## config.mk

```make
export PLATFORM = sky130hd
export DESIGN_NAME = tmr_cfg_bank
export DESIGN_NICKNAME = d
export VERILOG_FILES = /design/src/rtl/tcb_pkg.sv /design/src/rtl/tcb_rst_sync.sv /design/src/rtl/tcb_reg.sv /design/src/rtl/tcb_wr_guard.sv /design/src/rtl/tcb_rd_mux.sv /design/src/rtl/tmr_cfg_bank.sv
export SDC_FILE = /design/constraint.sdc
export NUM_CORES = 1
export LEC_CHECK = 0
export ABC_AREA = 1
export BUFFER_PORTS_ARGS = -buffer_cell sky130_fd_sc_hd__buf_2
export CAP_MARGIN = 20
export CORE_ASPECT_RATIO = 0.8
export CORE_MARGIN = 2
export CORE_UTILIZATION = 50
export CTS_CLUSTER_SIZE = 24
export DETAILED_ROUTE_END_ITERATION = 8
export GPL_TIMING_DRIVEN = 0
export MAX_ROUTING_LAYER = met4
export PLACE_DENSITY = 0.85
export SLEW_MARGIN = 25
export SYNTH_ARGS = -nofsm -noshare
export SYNTH_HDL_FRONTEND = slang
export SYNTH_HIERARCHICAL = 1
export SYNTH_SLANG_ARGS = --single-unit
```

## constraint.sdc

```tcl
create_clock -name clk -period 7.38 [get_ports clk]
set_input_delay 1.845 -clock clk [delete_from_list [all_inputs] [get_ports clk]]
set_output_delay 1.845 -clock clk [all_outputs]
set_load 0.01 [all_outputs]
```

## src/rtl/tcb_pkg.sv

```systemverilog
package tcb_pkg;
  localparam int DATA_W = 32;

  // address map
  localparam int unsigned ADR_CTRL   = 0;
  localparam int unsigned ADR_DIRCLR = 1;
  localparam int unsigned ADR_DIRSET = 2;
  localparam int unsigned AUX_BASE   = 3;
  localparam int unsigned AUX_N      = 5;
  localparam int unsigned ADR_WAVE   = 8;

  // auxiliary word order behind AUX_BASE
  localparam int unsigned AUX_FLTA = 0;
  localparam int unsigned AUX_FLTB = 1;
  localparam int unsigned AUX_WEXT = 2;
  localparam int unsigned AUX_DRV  = 3;
  localparam int unsigned AUX_EVT  = 4;

  // control word field positions
  localparam int EN_BIT    = 1;
  localparam int RES_LSB   = 5;
  localparam int RSTBY_BIT = 7;
  localparam int PRESC_LSB = 8;
  localparam int PSYNC_LSB = 12;
  localparam int ALOCK_BIT = 14;
  localparam int FCYC_BIT  = 15;
  localparam int DMAOS_BIT = 23;
  localparam int CAP_LSB   = 24;

  // waveform / drive word field positions
  localparam int WGEN_LSB = 0;
  localparam int POL_LSB  = 16;
  localparam int INV_LSB  = 16;

  function automatic logic [DATA_W-1:0] ctrl_impl_mask(int nch);
    logic [DATA_W-1:0] m;
    m = '0;
    m[EN_BIT]          = 1'b1;
    m[RES_LSB +: 2]    = 2'b11;
    m[RSTBY_BIT]       = 1'b1;
    m[PRESC_LSB +: 3]  = 3'b111;
    m[PSYNC_LSB +: 2]  = 2'b11;
    m[ALOCK_BIT]       = 1'b1;
    m[FCYC_BIT]        = 1'b1;
    m[DMAOS_BIT]       = 1'b1;
    for (int i = 0; i < nch; i++) m[CAP_LSB + i] = 1'b1;
    return m;
  endfunction

  function automatic logic [DATA_W-1:0] ctrl_free_mask();
    logic [DATA_W-1:0] m;
    m = '0;
    m[EN_BIT] = 1'b1;
    return m;
  endfunction

  function automatic logic [DATA_W-1:0] wave_impl_mask(int nch);
    logic [DATA_W-1:0] m;
    m = '0;
    m[WGEN_LSB +: 3] = 3'b111;
    for (int i = 0; i < nch; i++) m[POL_LSB + i] = 1'b1;
    return m;
  endfunction
endpackage

```

## src/rtl/tcb_rst_sync.sv

```systemverilog
module tcb_rst_sync (
  input  logic clk,
  input  logic rst_n,
  output logic rst_n_sync
);
  logic [1:0] sync_q;

  always_ff @(posedge clk or negedge rst_n) begin
    if (!rst_n) sync_q <= 2'b00;
    else        sync_q <= {sync_q[0], 1'b1};
  end

  assign rst_n_sync = sync_q[1];
endmodule

```

## src/rtl/tcb_reg.sv

```systemverilog
module tcb_reg #(
  parameter int W = 32
) (
  input  logic         clk,
  input  logic         rst_n,
  input  logic         wr_en,
  input  logic [W-1:0] wr_mask,
  input  logic [W-1:0] wr_data,
  output logic [W-1:0] q
);
  logic [W-1:0] q_nxt;

  always_comb begin
    q_nxt = q;
    if (wr_en) q_nxt = (q & ~wr_mask) | (wr_data & wr_mask);
  end

  always_ff @(posedge clk or negedge rst_n) begin
    if (!rst_n) q <= '0;
    else        q <= q_nxt;
  end
endmodule

```

## src/rtl/tcb_wr_guard.sv

```systemverilog
module tcb_wr_guard
  import tcb_pkg::*;
#(
  parameter int                ADDR_W    = 4,
  parameter logic [DATA_W-1:0] CTRL_IMPL = '1
) (
  input  logic                bus_we,
  input  logic [ADDR_W-1:0]   bus_addr,
  input  logic                wdata_b0,
  input  logic                enable_q,
  output logic                ctrl_we,
  output logic [DATA_W-1:0]   ctrl_mask,
  output logic                wave_we,
  output logic                dir_we,
  output logic                dir_val,
  output logic [AUX_N-1:0]    aux_we
);
  localparam logic [DATA_W-1:0] FREE = ctrl_free_mask();

  logic hit_set, hit_clr;

  assign ctrl_we   = bus_we && (bus_addr == ADDR_W'(ADR_CTRL));
  // guard decided by the enable state held before this write
  assign ctrl_mask = enable_q ? (CTRL_IMPL & FREE) : CTRL_IMPL;
  assign wave_we   = bus_we && (bus_addr == ADDR_W'(ADR_WAVE));

  assign hit_set = bus_we && (bus_addr == ADDR_W'(ADR_DIRSET)) && wdata_b0;
  assign hit_clr = bus_we && (bus_addr == ADDR_W'(ADR_DIRCLR)) && wdata_b0;
  assign dir_we  = hit_set || hit_clr;
  assign dir_val = hit_set;

  for (genvar g = 0; g < AUX_N; g++) begin : g_aux_we
    assign aux_we[g] = bus_we && !enable_q &&
                       (bus_addr == ADDR_W'(AUX_BASE + g));
  end
endmodule

```

## src/rtl/tcb_rd_mux.sv

```systemverilog
module tcb_rd_mux
  import tcb_pkg::*;
#(
  parameter int ADDR_W = 4
) (
  input  logic [ADDR_W-1:0]            addr,
  input  logic [DATA_W-1:0]            ctrl_q,
  input  logic                         dir_q,
  input  logic [AUX_N-1:0][DATA_W-1:0] aux_q,
  input  logic [DATA_W-1:0]            wave_q,
  output logic [DATA_W-1:0]            rdata
);
  always_comb begin
    rdata = '0;
    if (addr == ADDR_W'(ADR_CTRL)) rdata = ctrl_q;
    if ((addr == ADDR_W'(ADR_DIRSET)) || (addr == ADDR_W'(ADR_DIRCLR)))
      rdata = {{(DATA_W-1){1'b0}}, dir_q};
    if (addr == ADDR_W'(ADR_WAVE)) rdata = wave_q;
    for (int g = 0; g < AUX_N; g++) begin
      if (addr == ADDR_W'(AUX_BASE + g)) rdata = aux_q[g];
    end
  end
endmodule

```

## src/rtl/tmr_cfg_bank.sv

```systemverilog
module tmr_cfg_bank
  import tcb_pkg::*;
#(
  parameter int ADDR_W = 4,
  parameter int NUM_CH = 8
) (
  input  logic              clk,
  input  logic              rst_n,
  input  logic              bus_we,
  input  logic [ADDR_W-1:0] bus_addr,
  input  logic [31:0]       bus_wdata,
  output logic [31:0]       bus_rdata,
  output logic              cfg_enable,
  output logic [NUM_CH-1:0] cfg_cap_en,
  output logic              cfg_dma_oneshot,
  output logic              cfg_full_cycle,
  output logic              cfg_auto_lock,
  output logic [1:0]        cfg_presc_sync,
  output logic              cfg_run_stby,
  output logic [2:0]        cfg_presc,
  output logic [1:0]        cfg_resolution,
  output logic              cfg_count_down,
  output logic [2:0]        cfg_wave_gen,
  output logic [NUM_CH-1:0] cfg_out_pol,
  output logic [NUM_CH-1:0] cfg_out_inv,
  output logic [31:0]       cfg_fault_a,
  output logic [31:0]       cfg_fault_b,
  output logic [31:0]       cfg_wave_ext,
  output logic [31:0]       cfg_drive,
  output logic [31:0]       cfg_event
);
  localparam logic [DATA_W-1:0] CTRL_MASK = ctrl_impl_mask(NUM_CH);
  localparam logic [DATA_W-1:0] WAVE_MASK = wave_impl_mask(NUM_CH);

  logic                         rst_n_int;
  logic                         ctrl_we, wave_we, dir_we, dir_val;
  logic [DATA_W-1:0]            ctrl_mask;
  logic [AUX_N-1:0]             aux_we;
  logic [DATA_W-1:0]            ctrl_q, wave_q;
  logic [AUX_N-1:0][DATA_W-1:0] aux_q;
  logic                         dir_q;

  tcb_rst_sync u_rst (
    .clk        (clk),
    .rst_n      (rst_n),
    .rst_n_sync (rst_n_int)
  );

  tcb_wr_guard #(.ADDR_W(ADDR_W), .CTRL_IMPL(CTRL_MASK)) u_guard (
    .bus_we    (bus_we),
    .bus_addr  (bus_addr),
    .wdata_b0  (bus_wdata[0]),
    .enable_q  (ctrl_q[EN_BIT]),
    .ctrl_we   (ctrl_we),
    .ctrl_mask (ctrl_mask),
    .wave_we   (wave_we),
    .dir_we    (dir_we),
    .dir_val   (dir_val),
    .aux_we    (aux_we)
  );

  tcb_reg #(.W(DATA_W)) u_ctrl (
    .clk     (clk),
    .rst_n   (rst_n_int),
    .wr_en   (ctrl_we),
    .wr_mask (ctrl_mask),
    .wr_data (bus_wdata),
    .q       (ctrl_q)
  );

  tcb_reg #(.W(1)) u_dir (
    .clk     (clk),
    .rst_n   (rst_n_int),
    .wr_en   (dir_we),
    .wr_mask (1'b1),
    .wr_data (dir_val),
    .q       (dir_q)
  );

  tcb_reg #(.W(DATA_W)) u_wave (
    .clk     (clk),
    .rst_n   (rst_n_int),
    .wr_en   (wave_we),
    .wr_mask (WAVE_MASK),
    .wr_data (bus_wdata),
    .q       (wave_q)
  );

  for (genvar g = 0; g < AUX_N; g++) begin : g_aux
    tcb_reg #(.W(DATA_W)) u_aux (
      .clk     (clk),
      .rst_n   (rst_n_int),
      .wr_en   (aux_we[g]),
      .wr_mask ({DATA_W{1'b1}}),
      .wr_data (bus_wdata),
      .q       (aux_q[g])
    );
  end

  tcb_rd_mux #(.ADDR_W(ADDR_W)) u_rd (
    .addr   (bus_addr),
    .ctrl_q (ctrl_q),
    .dir_q  (dir_q),
    .aux_q  (aux_q),
    .wave_q (wave_q),
    .rdata  (bus_rdata)
  );

  // decoded configuration towards the counter core
  assign cfg_enable      = ctrl_q[EN_BIT];
  assign cfg_cap_en      = ctrl_q[CAP_LSB +: NUM_CH];
  assign cfg_dma_oneshot = ctrl_q[DMAOS_BIT];
  assign cfg_full_cycle  = ctrl_q[FCYC_BIT];
  assign cfg_auto_lock   = ctrl_q[ALOCK_BIT];
  assign cfg_presc_sync  = ctrl_q[PSYNC_LSB +: 2];
  assign cfg_run_stby    = ctrl_q[RSTBY_BIT];
  assign cfg_presc       = ctrl_q[PRESC_LSB +: 3];
  assign cfg_resolution  = ctrl_q[RES_LSB +: 2];
  assign cfg_count_down  = dir_q;
  assign cfg_wave_gen    = wave_q[WGEN_LSB +: 3];
  assign cfg_out_pol     = wave_q[POL_LSB +: NUM_CH];
  assign cfg_fault_a     = aux_q[AUX_FLTA];
  assign cfg_fault_b     = aux_q[AUX_FLTB];
  assign cfg_wave_ext    = aux_q[AUX_WEXT];
  assign cfg_drive       = aux_q[AUX_DRV];
  assign cfg_out_inv     = aux_q[AUX_DRV][INV_LSB +: NUM_CH];
  assign cfg_event       = aux_q[AUX_EVT];
endmodule

```

Word-level counts from Yosys, hierarchy flattened

Cells that the tools add are included.

Reduce and logical (&&, ||, !) cells: 16
Muxes and demuxes: 9
Bitwise operators: 5
Eq/ne operators: 8

Operators with widths:

| operator             | number |
|---|---|
| $mux W32             | 9 |
| $and A32 B32 Y32     | 2 |
| $not A32 Y32         | 1 |
| $or A32 B24 Y32      | 1 |
| $or A32 B32 Y32      | 1 |
| $eq A4 B3 Y1 const B | 4 |
| $logic_and A1 B1 Y1  | 12 |
| $eq A4 B2 Y1 const B | 2 |
| $eq A4 B1 Y1 const B | 1 |
| $eq A4 B4 Y1 const B | 1 |
| $logic_not A4 Y1     | 1 |
| $logic_or A1 B1 Y1   | 2 |
| $logic_not A1 Y1     | 1 |

Input bits: 39
Register bits after elaboration: 227
Word-level logic and storage cells: 47
Output and inout port bits: 232

Longest topological paths before layout

Gate-level depths: netlist of the first run.

Depth in word-level cells: 9
Depth in mapped cells: 9
Depth with buffers taken out: 7

Modules after synthesis

Netlist of the first run, hierarchy kept.

By module, submodules not included:

| module                        | cells an instance | area each (µm²) | instances | sequential area each (µm²) |
|---|---|---|---|---|
| tcb_reg at g_aux[0].u_aux ... | 167               | 1400.1          | 7         | 800.8 |
| tcb_rd_mux                    | 401               | 1716.6          | 1         | 0.0 |
| tcb_wr_guard                  | 68                | 399.1           | 1         | 0.0 |
| tmr_cfg_bank                  | 10                | 67.6            | 1         | 0.0 |
| tcb_rst_sync                  | 3                 | 53.8            | 1         | 50.0 |
| tcb_reg at u_dir              | 5                 | 41.3            | 1         | 25.0 |

Worst setup path before layout of the first run

OpenSTA, ideal clock, no wires.

Path kind: in2out
Start: in bus_addr[0]
End: out bus_rdata[10]
Slack: 2.925 ns
Buffers on the path: 1
Data required time: 5.535 ns
Stages: 6
Data arrival time: 2.610 ns
Cell sequence: nor2_4 > clkbuf_1 > nand3_1 > nand3_1 > nor2_1 > nand4_1

Cells in the longest elaborated chain, start to end: 9
Elaborated cells on any way between the ends: 18
Classes of those cells: 8 x eq/ne; 8 x mux; 2 x reduce/logical

RTL lines:

| element                                        | RTL line                           | RTL |
|---|---|---|
| start, declared                                | tmr_cfg_bank.sv:10                 | `input logic [ADDR_W-1:0] bus_addr,` |
| $logic_not A4 Y1, or another cell as far along | tcb_rd_mux.sv:15                   | `if (addr == ADDR_W'(ADR_CTRL)) rdata = ctrl_q;` |
| $mux W32 or $logic_or A1 B1 Y1 (tied branches) | tcb_rd_mux.sv:15, tcb_rd_mux.sv:16 |  |
| $mux W32                                       | tcb_rd_mux.sv:16                   | `if ((addr == ADDR_W'(ADR_DIRSET)) \|\| (addr == ADDR_W'(ADR_DIRCLR)))` |
| $mux W32                                       | tcb_rd_mux.sv:18                   | `if (addr == ADDR_W'(ADR_WAVE)) rdata = wave_q;` |
| $mux W32 (4 in series)                         | tcb_rd_mux.sv:20                   | `if (addr == ADDR_W'(AUX_BASE + g)) rdata = aux_q[g];` |
| $mux W32 *                                     | tcb_rd_mux.sv:20                   |  |
| end, declared                                  | tmr_cfg_bank.sv:12                 | `output logic [31:0] bus_rdata,` |

Every way passes the cells marked *; elsewhere a longest branch is shown, timed or not.

Worst setup path in the final report of the first run

Start: in bus_addr[2]
End: out bus_rdata[29]

The elaborated chain is that of the path after synthesis.

==> impl_results.md, run 1 <==
* Post-layout nets at 2392
* Number of antenna-violating nets in the routed design at 0
* Fraction of final layout cells sized beyond drive strength 1 at 0.1857
* Root Buffer: clkbuf_16
* Starting density of the core at 0.5121
* Worst Path Required at 5.54 ns
* Final setup violation count at 0
* Startpoint type of the worst setup path: input pin
* Filler cell count at 1928
* Design area at 0.01630 sq mm
* Synthesis-to-layout area growth at 34.97%
* Largest net degree at the start of global routing at 52
* Port Buf Inserts at 270
* Worst-case reg-to-reg path depth at 8
* Max Freq at 188.7 MHz
* Clock Skews at 0.01248 ns
* Crit. Startpoint: bus_addr[2]
* DIE AREA at 0.02543 sq mm
* Cell Rows at 50
* Fin cells at 2684
* Avg Inst Size Synth at 7.294 sq um
* RSZ-0062 raised after global routing: no
* Synthesized instance count at 1656
* Final Slew Violations at 0
* Total track usage at 0.3519
* Register area share after synthesis at 0.4703
* Placement Cell Area at 0.01542 sq mm
* WS Path Type: input pin to output port
* CP max FO at 10
* R2R Setup Slk at 5.12 ns
* Most frequent cells in the layout: nand2_1, conb_1, nand3_1, buf_2, dfrtp_1
* Data arrival, critical path at 3.45 ns
* Pleak at 9.283 nW
* Post-DP HPWL at 30.42 mm
* Drt first pass iters at 5
* Max H-tree Level at 1
* Final period demand of the worst path at 5.300 ns
* DR vias at 13040
* Core area at 0.02359 sq mm
* CTS sink cnt at 227
* Worst-margin pin slew at 1.002 ns
* Vias in the first global route at 12290
* Total power at 0.003865 W
* GRT overflow at 0
* Worst vdd rail ir drop at 0.1453 mV
* DRT iter0 DRCs at 1282
* Wire length per cell at 16.05 um
* Post-CTS Setup Inserts at 0
* Final WL at 43.09 mm
* P per Cell Area at 237.1 mW/mm^2
* Post-route DRC at 0
* Final Hold Vio Count at 0
* Max cap viols at 0
* Commonest non-fill, non-tap cell in the layout: nand2_1
* Die height at 143.0 um
* Status: complete, no violations
* CTS tree: yes
* Distinct cells, synth at 16
* Worst hold path class: flop to async pin
* WHS at 0.2455 ns
* Clk_lat worst skew at 0.53 ns
* Global-route wire length before repair at 66.63 mm
* Total CTS buffers at 25
* Chip Width at 177.8 um
* Synthesized area at 0.01208 sq mm
* Placed cell count at 2638
* Initial antenna violation count at 2
* CP endpoint kind: output port
* Synth Warn # at 6
* RePlAce Congestion at 0.9086
* Ports at 271
* Worst relative slew slack at 0.3313
* Last element of the critical path: bus_rdata[29]
* Worst-path clk slew at 0.06 ns
* Final period util at 0.7181
* Via-per-instance ratio at 4.857
* Post-cts hold buffer count at 0
* Register bit total from synthesis at 227
* Cts repair resizes at 0
* Clock Tree Buf Depth at 3
power by group:
part,switching (W),leakage [nW],total [W],internal (W)
combinational,0.000514,5.92,0.000835,0.000321
sequential,0.000198,2.94,0.00167,0.00148
clock,0.000521,0.426,0.00136,0.000836
total,0.00123,9.28,0.00387,0.00263
through the flow:
step                      setup slack [ns]  utilization  TNS (ns)
final                                2.080       0.6912         0
after global routing                 2.026       0.6912         0
after CTS                            2.111       0.6910         0
after detailed placement             2.134       0.6539         0
after global placement              -2.346       0.6489   -524.25
after floorplan                     0.5857            -         0
final cells by class:
cell class	instances	area, sq um	area share
Multi-Input combinational cell	1662	6731	0.4129
Clock inverter	9	172.7	0.01059
Buffer	112	962.2	0.05902
Timing Repair Buffer	275	1466	0.08995
Sequential cell	227	5684	0.3487
Inverter	50	187.7	0.01151
Clock buffer	35	703.2	0.04313
Tap cell	312	390.4	0.02394
Antenna cell	2	5.005	0.0003070
worst max-delay path: stages:
cell	delay [ns]
buf_2	0.14
inv_1	0.07
nor2_1	0.13
inv_1	0.11
nor2_2	0.29
buf_2	0.44
nand2_1	0.12
nand4_1	0.14
buf_2	0.15
worst min-delay path by stage:
stage                               start         endpoint  depth (start not counted)
after floorplan           u_rst/sync_q[0]  u_rst/sync_q[1]                          0
after global placement    u_rst/sync_q[0]  u_rst/sync_q[1]                          0
after detailed placement  u_rst/sync_q[1]        async pin                          0
after CTS                 u_rst/sync_q[1]        async pin                          0
after global routing      u_rst/sync_q[1]        async pin                          0
final                     u_rst/sync_q[1]        async pin                          0
cells by family after synthesis:
group	after synthesis	synth area share
buf+inv	162	0.09519
other cells	5	0.001554
flops	227	0.4703
simple gates	1262	0.4330
metal layers:
metal,track usage,up-vias,part of all wire
li1,-,6218,-
met1,0.4610,6042,0.41
met2,0.5545,652,0.46
met3,0.05884,125,0.095
met4,0.1268,0,0.036
met5,-,-,0
cell usage after synthesis:
master      n  area share
nand2_1   849        0.26
nand3_1   292        0.12
dfrtp_1   227        0.47
nor2_1     76       0.024
buf_6      49       0.046
inv_1      46       0.014
buf_4      39       0.024
nand4_1    33       0.017
buf_2      22      0.0091
nor2_2      8      0.0041
conb_1      5      0.0016
inv_2       4      0.0012
nor2_4      3      0.0028
buf_1       1     0.00031
clkbuf_1    1     0.00031
nand2_2     1     0.00052
(Power assumes the default switching activity.)
==> run 2: changes to the inputs <==
clock period = 5.5 ns   (was 7.38 ns; I/O delays follow)
==> impl_results.md, run 2 (synthesis results as in run 1) <==
* Ports at 271
* CTS sink cnt at 227
* Initial antenna violation count at 0
* Post-DP HPWL at 29.81 mm
* Cell Rows at 50
* Starting density of the core at 0.5121
* Final period demand of the worst path at 4.354 ns
* Worst setup margin at 1.146 ns
* Worst-path clk slew at 0.06 ns
* Final Hold Vio Count at 0
* GRT overflow at 0
* Cts repair resizes at 0
* Total track usage at 0.3452
* Clock Tree Buf Depth at 3
* Worst Path Required at 4.12 ns
* Global-route wire length before repair at 65.21 mm
* DIE AREA at 0.02543 sq mm
* Most frequent cells in the layout: nand2_1, conb_1, nand3_1, buf_2, dfrtp_1
* Worst-margin pin slew at 1.044 ns
* Sequential cell area at 0.005684 sq mm
* Final period util at 0.7917
* Final WL at 42.93 mm
* Max cap viols at 0
* DRT iter0 DRCs at 1386
* Final Slew Violations at 0
* CP max FO at 10
* WS Path Type: input pin to output port
* Post-cts hold buffer count at 0
* Post-CTS Setup Inserts at 0
* CP endpoint kind: output port
* Root Buffer: clkbuf_16
* Filler cell count at 1968
* Clk_lat worst skew at 0.53 ns
* Clock Skews at 0.01527 ns
* Number of antenna-violating nets in the routed design at 0
* Max Freq at 229.7 MHz
* Crit. Startpoint: bus_addr[0]
* RePlAce Congestion at 0.8593
* Chip Width at 177.8 um
* Wire length per cell at 16.01 um
* Pleak at 9.267 nW
* ANT cells at 0
* Worst relative slew slack at 0.3033
* Max H-tree Level at 1
* Multi-input gate area at 0.006731 sq mm
* Place WS at 1.195 ns
* Die height at 143.0 um
* Vias in the first global route at 12110
* Last element of the critical path: bus_rdata[11]
* Largest net degree at the start of global routing at 53
* Worst-case reg-to-reg path depth at 8
* Port Buf Inserts at 270
* Core area at 0.02359 sq mm
* Startpoint type of the worst setup path: input pin
* Commonest non-fill, non-tap cell in the layout: nand2_1
* Fraction of final layout cells sized beyond drive strength 1 at 0.1853
* Via-per-instance ratio at 4.846
* Post-layout nets at 2391
* P per Cell Area at 313.4 mW/mm^2
* Setup TNS at 0 ns
* Status: complete, no violations
* DR vias at 12990
* R2R Setup Slk at 3.19 ns
* RSZ-0062 raised after global routing: no
* Data arrival, critical path at 2.98 ns
* Worst vdd rail ir drop at 0.2533 mV
* Drt first pass iters at 5
* Final setup violation count at 0
* Post-route DRC at 0
* Synthesis-to-layout area growth at 34.57%
* Total CTS buffers at 25
* CTS tree: yes
* Worst hold path class: flop to async pin
-- run 2: routing by layer --
| layer | track usage | share of wire | wire [um] |
|---|---|---|---|
| met2 | 0.5355 | 0.46 | 19600 |
| met5 | - | 0 | 0 |
| met3 | 0.05777 | 0.10 | 4278 |
| met4 | 0.1376 | 0.042 | 1785 |
| met1 | 0.4541 | 0.40 | 17260 |
-- run 2: area by class of cell --
type	instances	share of cell area
inverter	50	0.01155
buffer	112	0.05919
multi-input combinational	1662	0.4141
clock buffer	39	0.04665
clock inverter	5	0.004850
sequential	227	0.3497
timing repair buffer	274	0.08991
tap	312	0.02402
-- run 2: worst min-delay path by stage --
| stage | end | cells past startpoint | from | slack (ns) |
|---|---|---|---|---|
| after detailed placement | u_rst/sync_q[1] | 0 | u_rst/sync_q[0] | 0.34 |
| after floorplan | u_rst/sync_q[1] | 0 | u_rst/sync_q[0] | 0.33 |
| final | async pin | 0 | u_rst/sync_q[1] | 0.36 |
| after global placement | u_rst/sync_q[1] | 0 | u_rst/sync_q[0] | 0.34 |
| after global routing | u_rst/sync_q[1] | 0 | u_rst/sync_q[0] | 0.38 |
| after CTS | u_rst/sync_q[1] | 0 | u_rst/sync_q[0] | 0.36 |
-- run 2: power breakdown --
| group | internal, W | leakage [nW] | switching (W) | total, W |
|---|---|---|---|---|
| Sequential | 0.00198 | 2.94 | 0.000273 | 0.00225 |
| Clock | 0.00103 | 0.413 | 0.000691 | 0.00173 |
| Combinational | 0.000430 | 5.92 | 0.000685 | 0.00111 |
| Total | 0.00344 | 9.27 | 0.00165 | 0.00509 |
-- run 2: through the flow --
step	area (sq um)	hold WS, ns	instances	util	total power (W)
after floorplan	13560	0.3311	2051	-	0.002809
after global placement	15300	0.3359	2633	0.6489	0.003308
after detailed placement	15420	0.3403	2637	0.6537	0.003371
after CTS	16250	0.3641	2681	0.6892	0.005097
after global routing	16250	0.3822	2681	0.6892	0.005339
final	16250	0.3558	2681	0.6892	0.005094
-- run 2: worst max-delay path, stage by stage --
cell and delay [ns]:
buf_2 0.15, nor2_4 0.24, clkbuf_1 0.59, nand3_1 0.16, nand3_1 0.12, nor2_1 0.04
nand4_1 0.13, buf_2 0.16
==> run 3: changes to the inputs <==
ABC_AREA = 0   (was 1)
PLACE_DENSITY = 0.87   (was 0.85)
clock period = 3.73 ns   (was 5.5 ns; I/O delays follow)
==> impl_results.md, run 3 <==
* Core area at 0.02431 sq mm
* DIE AREA at 0.02594 sq mm
* Cell taking the most area after synthesis: dfrtp_1
* Post-synth EDFFs at 0
* CTS tree: yes
* Post-DP HPWL at 26.92 mm
* Synthesized area at 0.01233 sq mm
* Post-route DRC at 0
* Root Buffer: clkbuf_16
* Clock Tree Buf Depth at 3
* Status: complete, no violations
* Final Hold Vio Count at 0
* WHS at 0.1768 ns
* Worst-case reg-to-reg path depth at 5
* Most frequent cells in the layout: buf_2, nand2_1, dfrtp_1
* Largest net degree at the start of global routing at 52
* Max stage delay cell, worst path: clkbuf_1
* Commonest non-fill, non-tap cell in the layout: buf_2
* CP bufs+invs at 3
* Drt first pass iters at 5
* Worst-path cell chain: buf_2, nor2b_2, clkbuf_1, a32oi_1, a21oi_1, buf_2
* Ys flop type: dfrtp_1
* CP max FO at 10
* R2R Setup Slk at 1.31 ns
* CP endpoint kind: output port
* Final Slew Violations at 0
* Initial antenna violation count at 4
* DR vias at 9884
* Max Freq at 268.6 MHz
* Starting density of the core at 0.5071
* Register bit total from synthesis at 227
* Final period util at 0.9980
* Port Buf Inserts at 269
* Synth Warn # at 6
* Placement Cell Area at 0.01494 sq mm
* Vias in the first global route at 9867
* Filler cell count at 1867
* Synthesis-to-layout area growth at 27.63%
* WS Path Type: input pin to output port
* Fraction of final layout cells sized beyond drive strength 1 at 0.4136
* Post-CTS Setup Inserts at 0
* Register area share after synthesis at 0.4607
* Worst-path clk slew at 0.06 ns
* Max cap viols at 0
* Number of antenna-violating nets in the routed design at 0
* Top cells by count, synth: nand2_1, dfrtp_1, mux2_4
* Pleak at 8.482 nW
* Via-per-instance ratio at 5.308
* Final period demand of the worst path at 3.722 ns
* Max incr delay on CP at 0.58 ns
* GRT overflow at 0
* Worst Path Required at 2.80 ns
* DRT iter0 DRCs at 751
* Top-count cell post-synth: nand2_1
* Chip Width at 179.6 um
* Cell Rows at 51
* Post-synth ARST share at 1.000
* Clk_lat worst skew at 0.53 ns
* Global-route wire length before repair at 58.26 mm
* P per Cell Area at 501.5 mW/mm^2
* Die height at 144.5 um
* Ranking of synthesized cells by area: dfrtp_1, mux2_4, nand2_1
* Total track usage at 0.3011
* Final setup violation count at 0
* Post-layout nets at 1562
* Final WL at 39.19 mm
* CTS sink cnt at 227
* Avg Inst Size Synth at 12.03 sq um
* Ports at 271
* Design area at 0.01574 sq mm
* Max H-tree Level at 1
* Data arrival, critical path at 2.79 ns
* Most frequent CP cell: buf_2
* Startpoint type of the worst setup path: input pin
* CP delay by family, top: buffers and inverters
* Worst hold path class: input pin to async pin
* Worst relative slew slack at 0.3536
* Final core utilization at 0.6473
* Distinct cells, synth at 38
* Worst-margin pin slew at 0.9675 ns
* Clock Skews at 0.01987 ns
* Wire length per cell at 21.05 um
* Synthesized instance count at 1025
* RSZ-0062 raised after global routing: no
* Total CTS buffers at 24
* Worst vdd rail ir drop at 0.3372 mV
* RePlAce Congestion at 0.8841
* Area fraction of the dominant cell type after synthesis at 0.4607
-- run 3: changes by cell type after synthesis, sizes merged, moves of 32 or more --
cell	delta
mux2i	+39
nand4	-33
a22o	+37
o21ai	+32
inv	-46
nand3	-291
nor2	-53
nand2	-620
mux2	+226
a21oi	+39
-- run 3: how the worst max path moves through the flow --
stage / cells past startpoint / from / slack [ns] / end
global placement: 7 / bus_addr[0] / -0.20 / bus_rdata[23]
floorplan: 8 / bus_addr[0] / 0.64 / bus_rdata[10]
finish: 6 / bus_addr[2] / 0.008 / bus_rdata[0]
CTS: 8 / bus_addr[0] / 0.002 / bus_rdata[15]
detailed placement: 7 / bus_addr[0] / -0.25 / bus_rdata[23]
global route: 8 / bus_addr[0] / 0.04 / bus_rdata[15]
-- run 3: layout make-up --
class / instances / area [sq um] / area share
antenna: 4 / 10.01 / 0.0006361
buffer: 93 / 721.9 / 0.04588
clock buffer: 37 / 730.7 / 0.04643
clock inverter: 6 / 30.03 / 0.001908
inverter: 4 / 15.01 / 0.0009541
multi-input combinational: 900 / 6698 / 0.4256
sequential: 227 / 5684 / 0.3612
tap: 318 / 397.9 / 0.02528
timing repair buffer: 273 / 1449 / 0.09207
-- run 3: cell families after synthesis --
family,after synthesis,synth area share
simple gates,284,0.09204
mux,266,0.3041
flops,227,0.4607
compound gates,141,0.08098
buf+inv,100,0.05916
other cells,5,0.001522
xor+xnor,2,0.001421
-- run 3: metal layers --
metal | global-route usage | share of wire | vias to the layer above
li1 | - | - | 4376
met1 | 0.3769 | 0.41 | 4883
met2 | 0.4850 | 0.47 | 522
met3 | 0.07530 | 0.094 | 103
met4 | 0.09585 | 0.031 | 0
met5 | - | 0 | -
-- run 3: per-stage QoR --
step | TNS (ns) | setup slack (ns) | cells | power (W)
6_report | 0 | 0.007511 | 1862 | 0.007892
5_1_grt | 0 | 0.04164 | 1862 | 0.008205
3_3_place_gp | -3.484 | -0.2024 | 1814 | 0.005439
3_5_place_dp | -4.429 | -0.2524 | 1818 | 0.005551
4_1_cts | 0 | 0.001882 | 1860 | 0.007898
2_1_floorplan | 0 | 0.6376 | 1227 | 0.004644
-- run 3: report_power, final --
part	internal, W	total [W]	switching, W
Combinational	0.00117	0.00215	0.000977
Clock	0.00134	0.00234	0.000996
Sequential	0.00295	0.00341	0.000458
Total	0.00546	0.00789	0.00243
-- run 3: repair_timing --
action	4_1_cts	5_1_grt
cloned	0	0
hold buffers	0	0
pin swaps	0	1
resized for setup	15	7
endpoints found under the setup margin	31	28
-- run 3: worst reg2reg max path, stage by stage, from the launching register on --
cell and delay, ns:
dfrtp_1 0.47, nand4bb_1 0.29, nor3b_1 0.84, buf_6 0.27, nand2_1 0.12, mux2_4 0.31
